## src/rtl/mc_ctrl_pkg.sv

```systemverilog
package mc_ctrl_pkg;
  localparam int OP_W  = 4;
  localparam int ALU_W = 3;
  localparam int SRC_W = 2;

  typedef enum logic [4:0] {
    ST_F1, ST_F2, ST_DEC,
    ST_R_EXE, ST_R_WB,
    ST_M_ADDR, ST_LD_MEM, ST_LD_WB, ST_ST_MEM,
    ST_BQ_CMP, ST_BQ_TGT, ST_BQ_PC,
    ST_LI_WB, ST_JL, ST_XF_ALU, ST_XF_WB,
    ST_HALT
  } state_e;

  localparam logic [OP_W-1:0] OP_NOP  = 4'd0;
  localparam logic [OP_W-1:0] OP_ADD  = 4'd1;
  localparam logic [OP_W-1:0] OP_OR   = 4'd4;
  localparam logic [OP_W-1:0] OP_LD   = 4'd5;
  localparam logic [OP_W-1:0] OP_ST   = 4'd6;
  localparam logic [OP_W-1:0] OP_BEQ  = 4'd7;
  localparam logic [OP_W-1:0] OP_LDI  = 4'd8;
  localparam logic [OP_W-1:0] OP_JAL  = 4'd9;
  localparam logic [OP_W-1:0] OP_XFR  = 4'd10;
  localparam logic [OP_W-1:0] OP_HALT = 4'd15;

  localparam logic [ALU_W-1:0] ALU_ADD  = 3'd0;
  localparam logic [ALU_W-1:0] ALU_SUB  = 3'd1;
  localparam logic [ALU_W-1:0] ALU_PASS = 3'd4;

  localparam logic [SRC_W-1:0] RF_ALUOUT = 2'd0;
  localparam logic [SRC_W-1:0] RF_MDR    = 2'd1;
  localparam logic [SRC_W-1:0] RF_IMM    = 2'd2;
  localparam logic [SRC_W-1:0] RF_PC     = 2'd3;

  typedef struct packed {
    logic             pc_inc;
    logic             pc_ld;
    logic             pc_src;
    logic             ir_lo_ld;
    logic             ir_hi_ld;
    logic             addr_sel;
    logic             alu_a_sel;
    logic             alu_b_sel;
    logic [ALU_W-1:0] alu_op;
    logic             ab_ld;
    logic             aluout_ld;
    logic             mdr_ld;
    logic             rf_we;
    logic [SRC_W-1:0] rf_src;
    logic             rf_dst;
    logic             mem_rd;
    logic             mem_wr;
  } ctl_t;
endpackage

```

## src/rtl/mc_ctrl_next.sv

```systemverilog
module mc_ctrl_next
  import mc_ctrl_pkg::*;
(
  input  state_e          state_i,
  input  logic [OP_W-1:0] op_i,
  input  logic            eq_i,
  output state_e          next_o
);
  always_comb begin
    next_o = ST_F1;
    unique case (state_i)
      ST_F1:     next_o = ST_F2;
      ST_F2:     next_o = ST_DEC;
      ST_DEC: begin
        if (op_i >= OP_ADD && op_i <= OP_OR) next_o = ST_R_EXE;
        else begin
          case (op_i)
            OP_LD, OP_ST: next_o = ST_M_ADDR;
            OP_BEQ:       next_o = ST_BQ_CMP;
            OP_LDI:       next_o = ST_LI_WB;
            OP_JAL:       next_o = ST_JL;
            OP_XFR:       next_o = ST_XF_ALU;
            OP_HALT:      next_o = ST_HALT;
            default:      next_o = ST_F1; // NOP and undefined codes
          endcase
        end
      end
      ST_R_EXE:  next_o = ST_R_WB;
      ST_M_ADDR: next_o = (op_i == OP_ST) ? ST_ST_MEM : ST_LD_MEM;
      ST_LD_MEM: next_o = ST_LD_WB;
      ST_BQ_CMP: next_o = eq_i ? ST_BQ_TGT : ST_F1;
      ST_BQ_TGT: next_o = ST_BQ_PC;
      ST_XF_ALU: next_o = ST_XF_WB;
      ST_HALT:   next_o = ST_HALT;
      default:   next_o = ST_F1;
    endcase
  end
endmodule

```

## src/rtl/mc_ctrl_out.sv

```systemverilog
module mc_ctrl_out
  import mc_ctrl_pkg::*;
(
  input  state_e          state_i,
  input  logic [OP_W-1:0] op_i,
  output ctl_t            ctl_o
);
  logic [OP_W-1:0] r_idx;
  assign r_idx = op_i - OP_ADD;

  always_comb begin
    ctl_o = '0;
    unique case (state_i)
      ST_F1: begin
        ctl_o.mem_rd = 1'b1; ctl_o.pc_inc = 1'b1; ctl_o.ir_lo_ld = 1'b1;
      end
      ST_F2: begin
        ctl_o.mem_rd = 1'b1; ctl_o.pc_inc = 1'b1; ctl_o.ir_hi_ld = 1'b1;
      end
      ST_DEC:    ctl_o.ab_ld = 1'b1;
      ST_R_EXE: begin
        ctl_o.aluout_ld = 1'b1;
        ctl_o.alu_op    = r_idx[ALU_W-1:0];
      end
      ST_R_WB, ST_XF_WB: begin
        ctl_o.rf_we = 1'b1; ctl_o.rf_src = RF_ALUOUT;
      end
      ST_M_ADDR: begin
        ctl_o.alu_b_sel = 1'b1; ctl_o.aluout_ld = 1'b1; ctl_o.alu_op = ALU_ADD;
      end
      ST_LD_MEM: begin
        ctl_o.addr_sel = 1'b1; ctl_o.mem_rd = 1'b1; ctl_o.mdr_ld = 1'b1;
      end
      ST_LD_WB: begin
        ctl_o.rf_we = 1'b1; ctl_o.rf_src = RF_MDR;
      end
      ST_ST_MEM: begin
        ctl_o.addr_sel = 1'b1; ctl_o.mem_wr = 1'b1;
      end
      ST_BQ_CMP: ctl_o.alu_op = ALU_SUB;
      ST_BQ_TGT: begin
        ctl_o.alu_a_sel = 1'b1; ctl_o.alu_b_sel = 1'b1;
        ctl_o.aluout_ld = 1'b1; ctl_o.alu_op = ALU_ADD;
      end
      ST_BQ_PC:  ctl_o.pc_ld = 1'b1;
      ST_LI_WB: begin
        ctl_o.rf_we = 1'b1; ctl_o.rf_src = RF_IMM;
      end
      ST_JL: begin
        // link and jump share one edge: old PC to Ra, B buffer to PC
        ctl_o.rf_we = 1'b1; ctl_o.rf_src = RF_PC; ctl_o.rf_dst = 1'b1;
        ctl_o.pc_ld = 1'b1; ctl_o.pc_src = 1'b1;
      end
      ST_XF_ALU: begin
        ctl_o.aluout_ld = 1'b1; ctl_o.alu_op = ALU_PASS;
      end
      default: ctl_o = '0;
    endcase
  end
endmodule

```

## src/rtl/mc_ctrl.sv

```systemverilog
module mc_ctrl
  import mc_ctrl_pkg::*;
(
  input  logic             clk_i,
  input  logic             rst_ni,
  input  logic [OP_W-1:0]  op_i,
  input  logic             eq_i,
  output logic             pc_inc_o,
  output logic             pc_ld_o,
  output logic             pc_src_o,
  output logic             ir_lo_ld_o,
  output logic             ir_hi_ld_o,
  output logic             addr_sel_o,
  output logic             alu_a_sel_o,
  output logic             alu_b_sel_o,
  output logic [ALU_W-1:0] alu_op_o,
  output logic             ab_ld_o,
  output logic             aluout_ld_o,
  output logic             mdr_ld_o,
  output logic             rf_we_o,
  output logic [SRC_W-1:0] rf_src_o,
  output logic             rf_dst_o,
  output logic             mem_rd_o,
  output logic             mem_wr_o
);
  state_e state_q, state_d;
  ctl_t   ctl;

  mc_ctrl_next u_next (.state_i(state_q), .op_i(op_i), .eq_i(eq_i), .next_o(state_d));
  mc_ctrl_out  u_out  (.state_i(state_q), .op_i(op_i), .ctl_o(ctl));

  always_ff @(posedge clk_i or negedge rst_ni) begin
    if (!rst_ni) state_q <= ST_F1;
    else         state_q <= state_d;
  end

  assign pc_inc_o    = ctl.pc_inc;
  assign pc_ld_o     = ctl.pc_ld;
  assign pc_src_o    = ctl.pc_src;
  assign ir_lo_ld_o  = ctl.ir_lo_ld;
  assign ir_hi_ld_o  = ctl.ir_hi_ld;
  assign addr_sel_o  = ctl.addr_sel;
  assign alu_a_sel_o = ctl.alu_a_sel;
  assign alu_b_sel_o = ctl.alu_b_sel;
  assign alu_op_o    = ctl.alu_op;
  assign ab_ld_o     = ctl.ab_ld;
  assign aluout_ld_o = ctl.aluout_ld;
  assign mdr_ld_o    = ctl.mdr_ld;
  assign rf_we_o     = ctl.rf_we;
  assign rf_src_o    = ctl.rf_src;
  assign rf_dst_o    = ctl.rf_dst;
  assign mem_rd_o    = ctl.mem_rd;
  assign mem_wr_o    = ctl.mem_wr;

  assert_f1_then_f2_R2: assert property (@(posedge clk_i) disable iff (!rst_ni)
    ir_lo_ld_o |=> ir_hi_ld_o);
  assert_f2_then_dec_R2: assert property (@(posedge clk_i) disable iff (!rst_ni)
    ir_hi_ld_o |=> ab_ld_o);
  assert_r_writeback_R3: assert property (@(posedge clk_i) disable iff (!rst_ni)
    (state_q == ST_R_EXE) |=> (rf_we_o && rf_src_o == RF_ALUOUT));
  assert_load_writeback_R4: assert property (@(posedge clk_i) disable iff (!rst_ni)
    mdr_ld_o |=> (rf_we_o && rf_src_o == RF_MDR));
  assert_beq_miss_R6: assert property (@(posedge clk_i) disable iff (!rst_ni)
    (state_q == ST_BQ_CMP && !eq_i) |=> (ir_lo_ld_o && !pc_ld_o));
  assert_halt_sticky_R10: assert property (@(posedge clk_i) disable iff (!rst_ni)
    (state_q == ST_HALT) |=> (state_q == ST_HALT));
  assert_halt_quiet_R10: assert property (@(posedge clk_i) disable iff (!rst_ni)
    (state_q == ST_HALT) |-> !(pc_inc_o || pc_ld_o || rf_we_o || mem_rd_o || mem_wr_o));
  assert_pc_conflict_R12: assert property (@(posedge clk_i) disable iff (!rst_ni)
    !(pc_inc_o && pc_ld_o));
  assert_one_writer_R12: assert property (@(posedge clk_i) disable iff (!rst_ni)
    !(rf_we_o && mem_wr_o));
  assert_data_addr_R12: assert property (@(posedge clk_i) disable iff (!rst_ni)
    (mem_wr_o || mdr_ld_o) |-> addr_sel_o);
endmodule

```

## config.mk

```make
export PLATFORM = sky130hd
export DESIGN_NAME = mc_ctrl
export DESIGN_NICKNAME = d
export VERILOG_FILES = /design/src/rtl/mc_ctrl_pkg.sv /design/src/rtl/mc_ctrl_next.sv /design/src/rtl/mc_ctrl_out.sv /design/src/rtl/mc_ctrl.sv
export SDC_FILE = /design/constraint.sdc
export NUM_CORES = 1
export LEC_CHECK = 0
export BUFFER_PORTS_ARGS = -buffer_cell sky130_fd_sc_hd__buf_4
export CAP_MARGIN = 20
export CELL_PAD_IN_SITES_DETAIL_PLACEMENT = 1
export CELL_PAD_IN_SITES_GLOBAL_PLACEMENT = 2
export CORE_AREA = 2 2 62 58
export CTS_BUF_LIST = sky130_fd_sc_hd__clkbuf_8
export CTS_CLUSTER_DIAMETER = 60
export DETAILED_ROUTE_END_ITERATION = 7
export DIE_AREA = 0 0 64 60
export MAX_ROUTING_LAYER = met4
export PLACE_DENSITY_LB_ADDON = 0.1
export RECOVER_POWER = 100
export SLEW_MARGIN = 20
export SYNTH_ARGS = -nofsm -noshare
export SYNTH_HDL_FRONTEND = slang
export SYNTH_SLANG_ARGS = --single-unit
```

## constraint.sdc

```tcl
create_clock -name clk_i -period 1.3 [get_ports clk_i]
set_clock_uncertainty 0.2 [all_clocks]
set_input_delay 0.065 -clock clk_i [delete_from_list [all_inputs] [get_ports clk_i]]
set_output_delay 0.065 -clock clk_i [all_outputs]
set_load 0.03 [all_outputs]
```

Word level (Yosys, flattened, before mapping)
Cells that the tools add are included.

$add $sub $neg: 1. Order comparisons: 2. Eq/ne operators: 23. Mux-type cells: 20. Reductions and logical operators: 10.

Operator list (count): 5-bit one-hot mux with 10 select lines (1); 5-bit by 4-bit == test with 1-bit output (second input constant) (8); 5-bit one-hot mux with 6 select lines (1); 5-bit by 3-bit == test with 1-bit output (second input constant) (4); 4-bit == test (second input constant) (4); 1-bit 2-to-1 mux (13); 4-bit by 3-bit == test with 1-bit output (second input constant) (3); 3-bit one-hot mux with 4 select lines (1); 2-bit OR reduction (6); 5-bit by 2-bit == test with 1-bit output (second input constant) (2); 3-bit one-hot mux with 3 select lines (1); 4-bit 2-to-1 mux (2); 5-bit by 1-bit == test with 1-bit output (second input constant) (1); 5-bit == test (second input constant) (1); 5-bit logical NOT (1); 5-bit 2-to-1 mux (1); 4-bit by 1-bit greater-or-equal comparator with 1-bit output (second input constant) (1); 4-bit by 3-bit less-or-equal comparator with 1-bit output (second input constant) (1); 4-bit OR reduction (1); 3-bit OR reduction (1); 3-bit by 1-bit subtractor with 3-bit output (second input constant) (1); 1-bit logical AND (1).

Flip-flop bits (word level): 5. Bits of input ports: 7. Output and inout port bits: 20. Logic and storage cells: 57.

Longest topological paths before layout
Gate-level depths: netlist of run 1.

Word-level depth: 5. Gate-level depth with buffers: 6. Depth with buffers taken out: 6.

By module
A second synthesis of run 1 with hierarchy kept.

Cell total of the unflattened synthesis: 102. Area total of the unflattened synthesis: 752.0 sq um.

By module, submodules not included: mc_ctrl_out (instances 1, cells an instance 55, area an instance 350.3 sq um, seq. area each 0.0 sq um); mc_ctrl_next (instances 1, cells an instance 42, area an instance 276.5 sq um, seq. area each 0.0 sq um); mc_ctrl (instances 1, cells an instance 5, area an instance 125.1 sq um, seq. area each 125.1 sq um).

Least setup slack after synthesis of run 1
OpenSTA, ideal clock, no wires.

Kind: reg2out. From: register state_q[0]. To: output alu_b_sel_o. Data arrival time: 2099 ps. Data required time: 1035 ps. Slack: -1064 ps. Stages on the path, launching flop included: 5. Path buffers: 1. Cell sequence: dfrtp_1 -> buf_2 -> nand2b_4 -> nor4b_1 -> or2_2.

Word-level cells in the longest chain between the ends: 3. Elaborated cells between the ends (all ways): 4. Those cells by class: 2 x eq/ne; 1 x mux; 1 x reduce/logical.

Ends and longest elaborated chain: start: declaration (line mc_ctrl.sv:26) `state_e state_q, state_d;`; start signal: assignment (line mc_ctrl.sv:34) `else state_q <= state_d;`; 5-bit by 3-bit == test with 1-bit output / 5-bit by 4-bit == test with 1-bit output (equally long branches) (line mc_ctrl_out.sv:13) `unique case (state_i)`; 2-bit OR reduction (no source line) (*); 1-bit 2-to-1 mux (*) (line mc_ctrl_out.sv:13); end: declaration (line mc_ctrl.sv:15) `output logic alu_b_sel_o,`.

Mark *: on every way between the ends. The rest lies on a longest branch, timed or not.

Worst setup path after layout of run 1
From: register state_q[3]. To: output alu_op_o[0].

Word-level cells in the longest chain between the ends: 2. Elaborated cells between the ends (all ways): 4. Those cells by class: 3 x eq/ne; 1 x mux.

Ends and longest elaborated chain: 5-bit by 4-bit == test with 1-bit output / 5-bit by 2-bit == test with 1-bit output (equally long branches) (line mc_ctrl_out.sv:13); 3-bit one-hot mux with 3 select lines (*) (line mc_ctrl_out.sv:13); end: declaration (line mc_ctrl.sv:16) `output logic [ALU_W-1:0] alu_op_o,`.

Marks and branches as above.

==> results of run 1 <==
==> timing repair <==
| action | CTS | global route |
|---|---|---|
| resized for setup | 47 | 25 |
| hold buffers | 2 | 0 |
| pin swaps | 8 | 7 |
| buffers inserted | 3 | 4 |
| gates cloned | 0 | 0 |
| setup endpoints to repair | 25 | 25 |
| hold endpoints to repair | 5 | 0 |
==> tightest hold or removal path, cell delays in order <==
cell      delay [ns]
buf_4           0.11
nand2b_1        0.06
o21ai_1         0.06
nand3b_1        0.09
nand3_1         0.09
==> cells in the final DEF (no fill, tap or decap), types with 2 or more instances in the layout <==
cell type | synthesis | final
or2_2 | 2 | 2
a21oi_1 | 7 | 3
nor3_2 | 0 | 3
dfrtp_2 | 0 | 2
nor2_1 | 11 | 3
a21oi_2 | 0 | 2
nor2_2 | 0 | 4
o21ai_2 | 0 | 2
nor2_4 | 0 | 4
o21ai_0 | 5 | 2
nand2b_4 | 1 | 5
inv_2 | 0 | 3
buf_4 | 2 | 26
dfrtp_1 | 5 | 3
nand2_1 | 7 | 6
inv_1 | 4 | 2
clkbuf_8 | 0 | 3
dlygate4sd3_1 | 0 | 2
buf_6 | 1 | 30
nor2b_1 | 2 | 2
nand3_1 | 4 | 3
nor4_4 | 0 | 2
a21oi_4 | 0 | 2
ha_1 | 5 | 3
nor4b_4 | 0 | 2
nand3b_1 | 3 | 3
nor3_4 | 1 | 6
==> report_power, final <==
group | internal, mW | total [mW] | leakage [nW] | switching (mW)
Sequential | 0.209 | 0.309 | 0.0634 | 0.100
Clock | 0.204 | 0.297 | 0.0269 | 0.0934
Combinational | 1.27 | 2.59 | 0.616 | 1.32
==> metrics by stage <==
stage / TNS (ns) / hold WS (ns) / cells / setup WS, ns
after floorplan: -4.50 / -0.431 / 102 / -0.417
after global placement: -3.68 / -0.332 / 190 / -0.301
after detailed placement: -4.19 / -0.329 / 190 / -0.309
after CTS: -7.20 / 0.0798 / 199 / -0.389
after global routing: -8.39 / 0.131 / 202 / -0.445
final: -7.11 / 0.0957 / 202 / -0.404
==> cells by family after synthesis <==
kind of cell,count (synthesis),synth area share
compound gates,21,0.186
flops,5,0.168
simple gates,56,0.446
buf+inv,13,0.0938
fa+ha+maj,5,0.0838
xor+xnor,2,0.0235
==> layout make-up <==
cell class,instances,share of cell area
Clock buffer,3,0.0245
Clock inverter,1,0.00222
Inverter,4,0.00890
Multi-Input combinational cell,84,0.503
Sequential cell,5,0.0756
Tap cell,44,0.0326
Timing Repair Buffer,61,0.353
==> worst min-delay path by stage <==
stage / start / end / slack, ns / cells after the start
2_1_floorplan: rst_ni / state_q[0] / -0.43 / 0
3_3_place_gp: rst_ni / state_q[3] / -0.33 / 1
3_5_place_dp: rst_ni / state_q[3] / -0.33 / 1
4_1_cts: eq_i / state_q[3] / 0.08 / 5
5_1_grt: eq_i / state_q[3] / 0.13 / 5
6_report: eq_i / state_q[3] / 0.1 / 5
==> routing by layer <==
metal	track usage	up-vias	wire length (µm)
met1	0.219	450	1280
met4	0.0590	0	52
met5	-	-	0
met3	0.0264	5	93
li1	-	473	-
met2	0.286	17	1440
==> impl_metrics.toml, run 1 <==
[setup_path]
crit_top_cell = "buf_6"
crit_path_start = "state_q[3]"
start_kind = "flop"
path_class = "flop to output pin"
r2r_start = "state_q[3]"
crit_end = "alu_op_o[0]"
crit_chain = "buf_6 -> nand2b_4 -> o21ai_2 -> and4bb_2 -> buf_6"
cp_num_cells = 5
arrival_ns = 1.44
crit_path_max_incr_delay_ns = 0.41
rrSetupSlack_ns = -0.26
crit_buf_inv = 2
cpLargestDelayFamily = "flip-flops"
slowest_stage = "dfrtp_1"
cp-end-kind = "output pin"
r2r_end = "state_q[1]"
reg2regPathDepth = 5
crit_fanout = 8
crit_required_ns = 1.03

[detailed_routing]
antenna_left = 0
via_count = 945
avgViaCountPerCell = 4.68
drc = 0
routed_wl_um = 2870
drt-pass1-iter-count = 3
first_iter_violations = 32
wire_per_inst_um = 14.2

[clocking]
cts.reportedPaths.clkPinSlew_ns = 0.04
htreeDepth = 1
cts_tree = "done"
cts_buffers = 3
cts-root-buf = "clkbuf_8"
clk_latency_ns = 0.23
clock_sinks = 5
cts_max_path_buffers = 2

[yosys]
ys_seq_area_frac = 0.168
synth_seq_cells = 5
synth_cells = 102
synth_commonest_cells = "11 x nor2_1, 8 x nor3_1, 7 x a21oi_1, 7 x nand2_1"
synth-edff-count = 0
synth_cell_types = 38
syn_area_per_cell_um2 = 7.32
ys.flop_type = "dfrtp_1"
yosysWarnings = 0
synth.area.top_cells = "dfrtp_1 17%, ha_1 8.4%, nor2_1 5.5%, nor3_1 5.4%, a21oi_1 4.7%"
synthArstFlopShare = 1.00
mappedNetlistArea_um2 = 747
synth_top_area_frac = 0.168
syn_nets = 114
yosys.area.top_type = "dfrtp_1"
yosysMostFrequentCell = "nor2_1"

[final_layout]
insertedDiodeCount = 0
final_core_util = 0.523
syn_to_final_growth_pct = 126
final_area_um2 = 1690
largest_register_ffs = 5
nFillCells = 370
seqCellArea_um2 = 128
top_register = "state_q"
drive_gt1_frac = 0.722
final_nets = 171
multi_input_area_um2 = 850
reg_top3 = "state_q: 5 flops"

[pwr]
leakage_nw = 0.707
powerDensity_nw_per_um2 = 1900
peakVddDrop_uv = 640
total_power_mw = 3.20

[placement]
port_buffers = 26
dp_hpwl_um = 2170
place_area_um2 = 1300
place.gp.congestion = 0.739

[global_route]
antenna_found_initial = 0
grt_use_total = 0.174
grt_pass1_wl_um = 4940
grt-ovfl-total = 0
grt_max_degree = 16
first_global_vias = 1011

[sta]
max-slew-margin-rel = 0.806
setup_viol = 24
period_minus_slack_ns = 1.70
worst_slack_ns = -0.404
rsz0062_at_grt = "yes"
hold_violations = 0
finalMaxSlewViolations = 0
tightest_slew_ns = 0.291
timing.fmax_ghz = 0.587
finalCritPeriodShare = 1.31

[job]
cap_viol_max_count = 0

[floorplanning]
core_um2 = 3230
num_rows = 20
initial_core_util = 0.231
die_h_um = 60
fp.dieW_um = 64
pin_count = 27
die_area_um2 = 3840

[outcome]
status = "finished, violations left"
violations = "negative setup slack"

[worst_hold_path]
min_path_type = "input port to flop"
No activity file was read; power rests on OpenSTA's default activity.
==> run 2, diff against run 1 <==
--- a/config.mk
+++ b/config.mk
@@ -9,15 +9,16 @@
 export CAP_MARGIN = 20
 export CELL_PAD_IN_SITES_DETAIL_PLACEMENT = 1
 export CELL_PAD_IN_SITES_GLOBAL_PLACEMENT = 2
-export CORE_AREA = 2 2 62 58
+export CORE_AREA = 2 2 63 59
 export CTS_BUF_LIST = sky130_fd_sc_hd__clkbuf_8
 export CTS_CLUSTER_DIAMETER = 60
 export DETAILED_ROUTE_END_ITERATION = 7
-export DIE_AREA = 0 0 64 60
+export DIE_AREA = 0 0 65 61
 export MAX_ROUTING_LAYER = met4
 export PLACE_DENSITY_LB_ADDON = 0.1
 export RECOVER_POWER = 100
 export SLEW_MARGIN = 20
 export SYNTH_ARGS = -nofsm -noshare
 export SYNTH_HDL_FRONTEND = slang
+export SYNTH_HIERARCHICAL = 1
 export SYNTH_SLANG_ARGS = --single-unit
==> impl_metrics.toml, run 2 <==
[outcome]
status = "finished, violations left"
violations = "negative setup slack"

[job]
cap_viol_max_count = 0

[pwr]
seqPwrFrac = 0.098
leakage_nw = 0.677
powerDensity_nw_per_um2 = 2160
power.net_switching_mw = 1.59
power_frac_clock = 0.082
sw_frac_of_total = 0.468
total_power_mw = 3.40
combPwrFrac = 0.819
peakVddDrop_uv = 725
internal_power_mw = 1.81

[detailed_routing]
antenna_left = 0
wire_per_inst_um = 13.9
drt-pass1-iter-count = 4
first_iter_violations = 18
via_count = 995
drc = 0
avgViaCountPerCell = 4.85
routed_wl_um = 2840

[final_layout]
syn_to_final_growth_pct = 109
top_register = "state_q"
final_common_cell = "buf_4"
final_area_um2 = 1570
final_cell_mix = "41 x buf_4, 20 x buf_6, 7 x nor2_1"
reg_top3 = "state_q: 5 flops"
layoutNonFillerInstCount = 205
nFillCells = 394
drive_gt1_frac = 0.665
final_core_util = 0.480
largest_register_ffs = 5
insertedDiodeCount = 0
final_nets = 170

[yosys]
ys_seq_area_frac = 0.166
synth_top_area_frac = 0.166
synth_commonest_cells = "14 x nor2_1, 9 x a21oi_1, 9 x nand2b_1, 7 x nor3_1"
ys.flop_type = "dfrtp_1"
synth.area.top_cells = "dfrtp_1 17%, nand2b_1 7.5%, nor2_1 7.0%, a21oi_1 6.0%, buf_4 5.0%"
yosys.area.top_type = "dfrtp_1"
synth_cells = 102
yosysWarnings = 6
synth_seq_cells = 5
syn_nets = 110
syn_area_per_cell_um2 = 7.37
synthArstFlopShare = 1.00
yosysMostFrequentCell = "nor2_1"
mappedNetlistArea_um2 = 752
synth_cell_types = 41
synth-edff-count = 0

[placement]
dp_worst_setup_slack_ns = -0.284
place.gp.congestion = 0.749
dp.cells = 189
dp_hpwl_um = 1990
port_buffers = 26
place_area_um2 = 1260

[sta]
worst_slack_ns = -0.396
whs_ns = 0.0569
rsz0062_at_grt = "yes"
hold_violations = 0
timing.fmax_ghz = 0.590
setup_viol = 25
totalNegativeSetupSlack_ns = -7.35
max-slew-margin-rel = 0.794
finalCritPeriodShare = 1.30
finalMaxSlewViolations = 0
tightest_slew_ns = 0.301
period_minus_slack_ns = 1.70

[clocking]
cts_max_path_buffers = 2
cts-root-buf = "clkbuf_8"
cts.reportedPaths.clkPinSlew_ns = 0.04
clk_latency_ns = 0.22
cts_tree = "done"
cts_buffers = 3
htreeDepth = 1
clock_sinks = 5

[floorplanning]
fp.dieW_um = 65
num_rows = 20
core_um2 = 3280
initial_core_util = 0.229
die_h_um = 61
pin_count = 27
die_area_um2 = 3970

[setup_path]
arrival_ns = 1.43
start_kind = "flop"
crit_fanout = 7
path_class = "flop to output pin"
cp-end-kind = "output pin"
crit_required_ns = 1.03

[global_route]
grt_max_degree = 11
grt-ovfl-total = 0
grt_use_total = 0.151
grt_pass1_wl_um = 4570
antenna_found_initial = 0
first_global_vias = 997

[worst_hold_path]
min_path_type = "input port to flop"
[run 2: cell count changes after synthesis, sizes merged, moves of 3 or more]
cell    change
nand2       -4
nor3b       +4
o21ai       -3
nor2        +3
ha          -4
nand2b      +5
[run 2: kinds of logic (layout without fill, tap and decap cells)]
group,count (synthesis),after routing,share of synthesized area
DFF,5,5,0.166
and+or+nand+nor,58,58,0.483
adders and majority gates,1,1,0.0166
AOI/OAI and AO/OA,21,21,0.173
xor gates and xnor gates,3,3,0.0349
buffers and inverters,12,71,0.0982
muxes,2,2,0.0283
[run 2: metal layers]
layer	share of wire	GRT usage	vias up
met4	0.0049	0.0182	0
met1	0.44	0.191	486
met5	0	-	-
met3	0.025	0.00742	4
met2	0.53	0.277	24
li1	-	-	481
[run 2: area by class of cell]
type                            count  area [µm²]  area share
Clock buffer                        3        41.3      0.0263
Clock inverter                      1        3.75     0.00239
Inverter                            3        11.3     0.00716
Multi-Input combinational cell     85         769       0.489
Sequential cell                     5         131      0.0835
Tap cell                           44        55.1      0.0350
Timing Repair Buffer               64         561       0.356
[run 2: worst paths after layout]
path | cells past startpoint | to | start | slack (ns)
worst max-delay path | 3 | ir_lo_ld_o | state_q[3] | -0.40
worst min-delay path | 4 | state_q[2] | op_i[3] | 0.06
worst max register to register | 6 | state_q[3] | state_q[0] | -0.37
worst min register to register | 3 | state_q[0] | state_q[4] | 0.49
max in group asynchronous | 3 | state_q[0] | rst_ni | 0.07
min in group asynchronous | 3 | state_q[2] | rst_ni | 0.60
[run 2: power groups by stage]
stage | registers [mW] | logic (mW) | clock network (mW)
5_1_grt | 0.351 | 2.97 | 0.300
4_1_cts | 0.329 | 2.61 | 0.285
3_5_place_dp | 0.371 | 2.14 | 0
6_report | 0.335 | 2.79 | 0.280
3_3_place_gp | 0.365 | 2.11 | 0
2_1_floorplan | 0.287 | 1.52 | 0
[run 2: timing repair]
action / 4_1_cts / 5_1_grt
buffers inserted: 8 / 2
endpoints found under the hold margin: 5 / 0
hold buffers: 2 / 0
gates resized for setup: 28 / 16
pin swaps: 6 / 7
setup endpoints to repair: 25 / 25
cloned: 0 / 0
[run 2: critical path: stages (launching register included)]
cell and delay (ns):
dfrtp_2 0.46, or3_4 0.45, nor3_4 0.14, buf_6 0.15
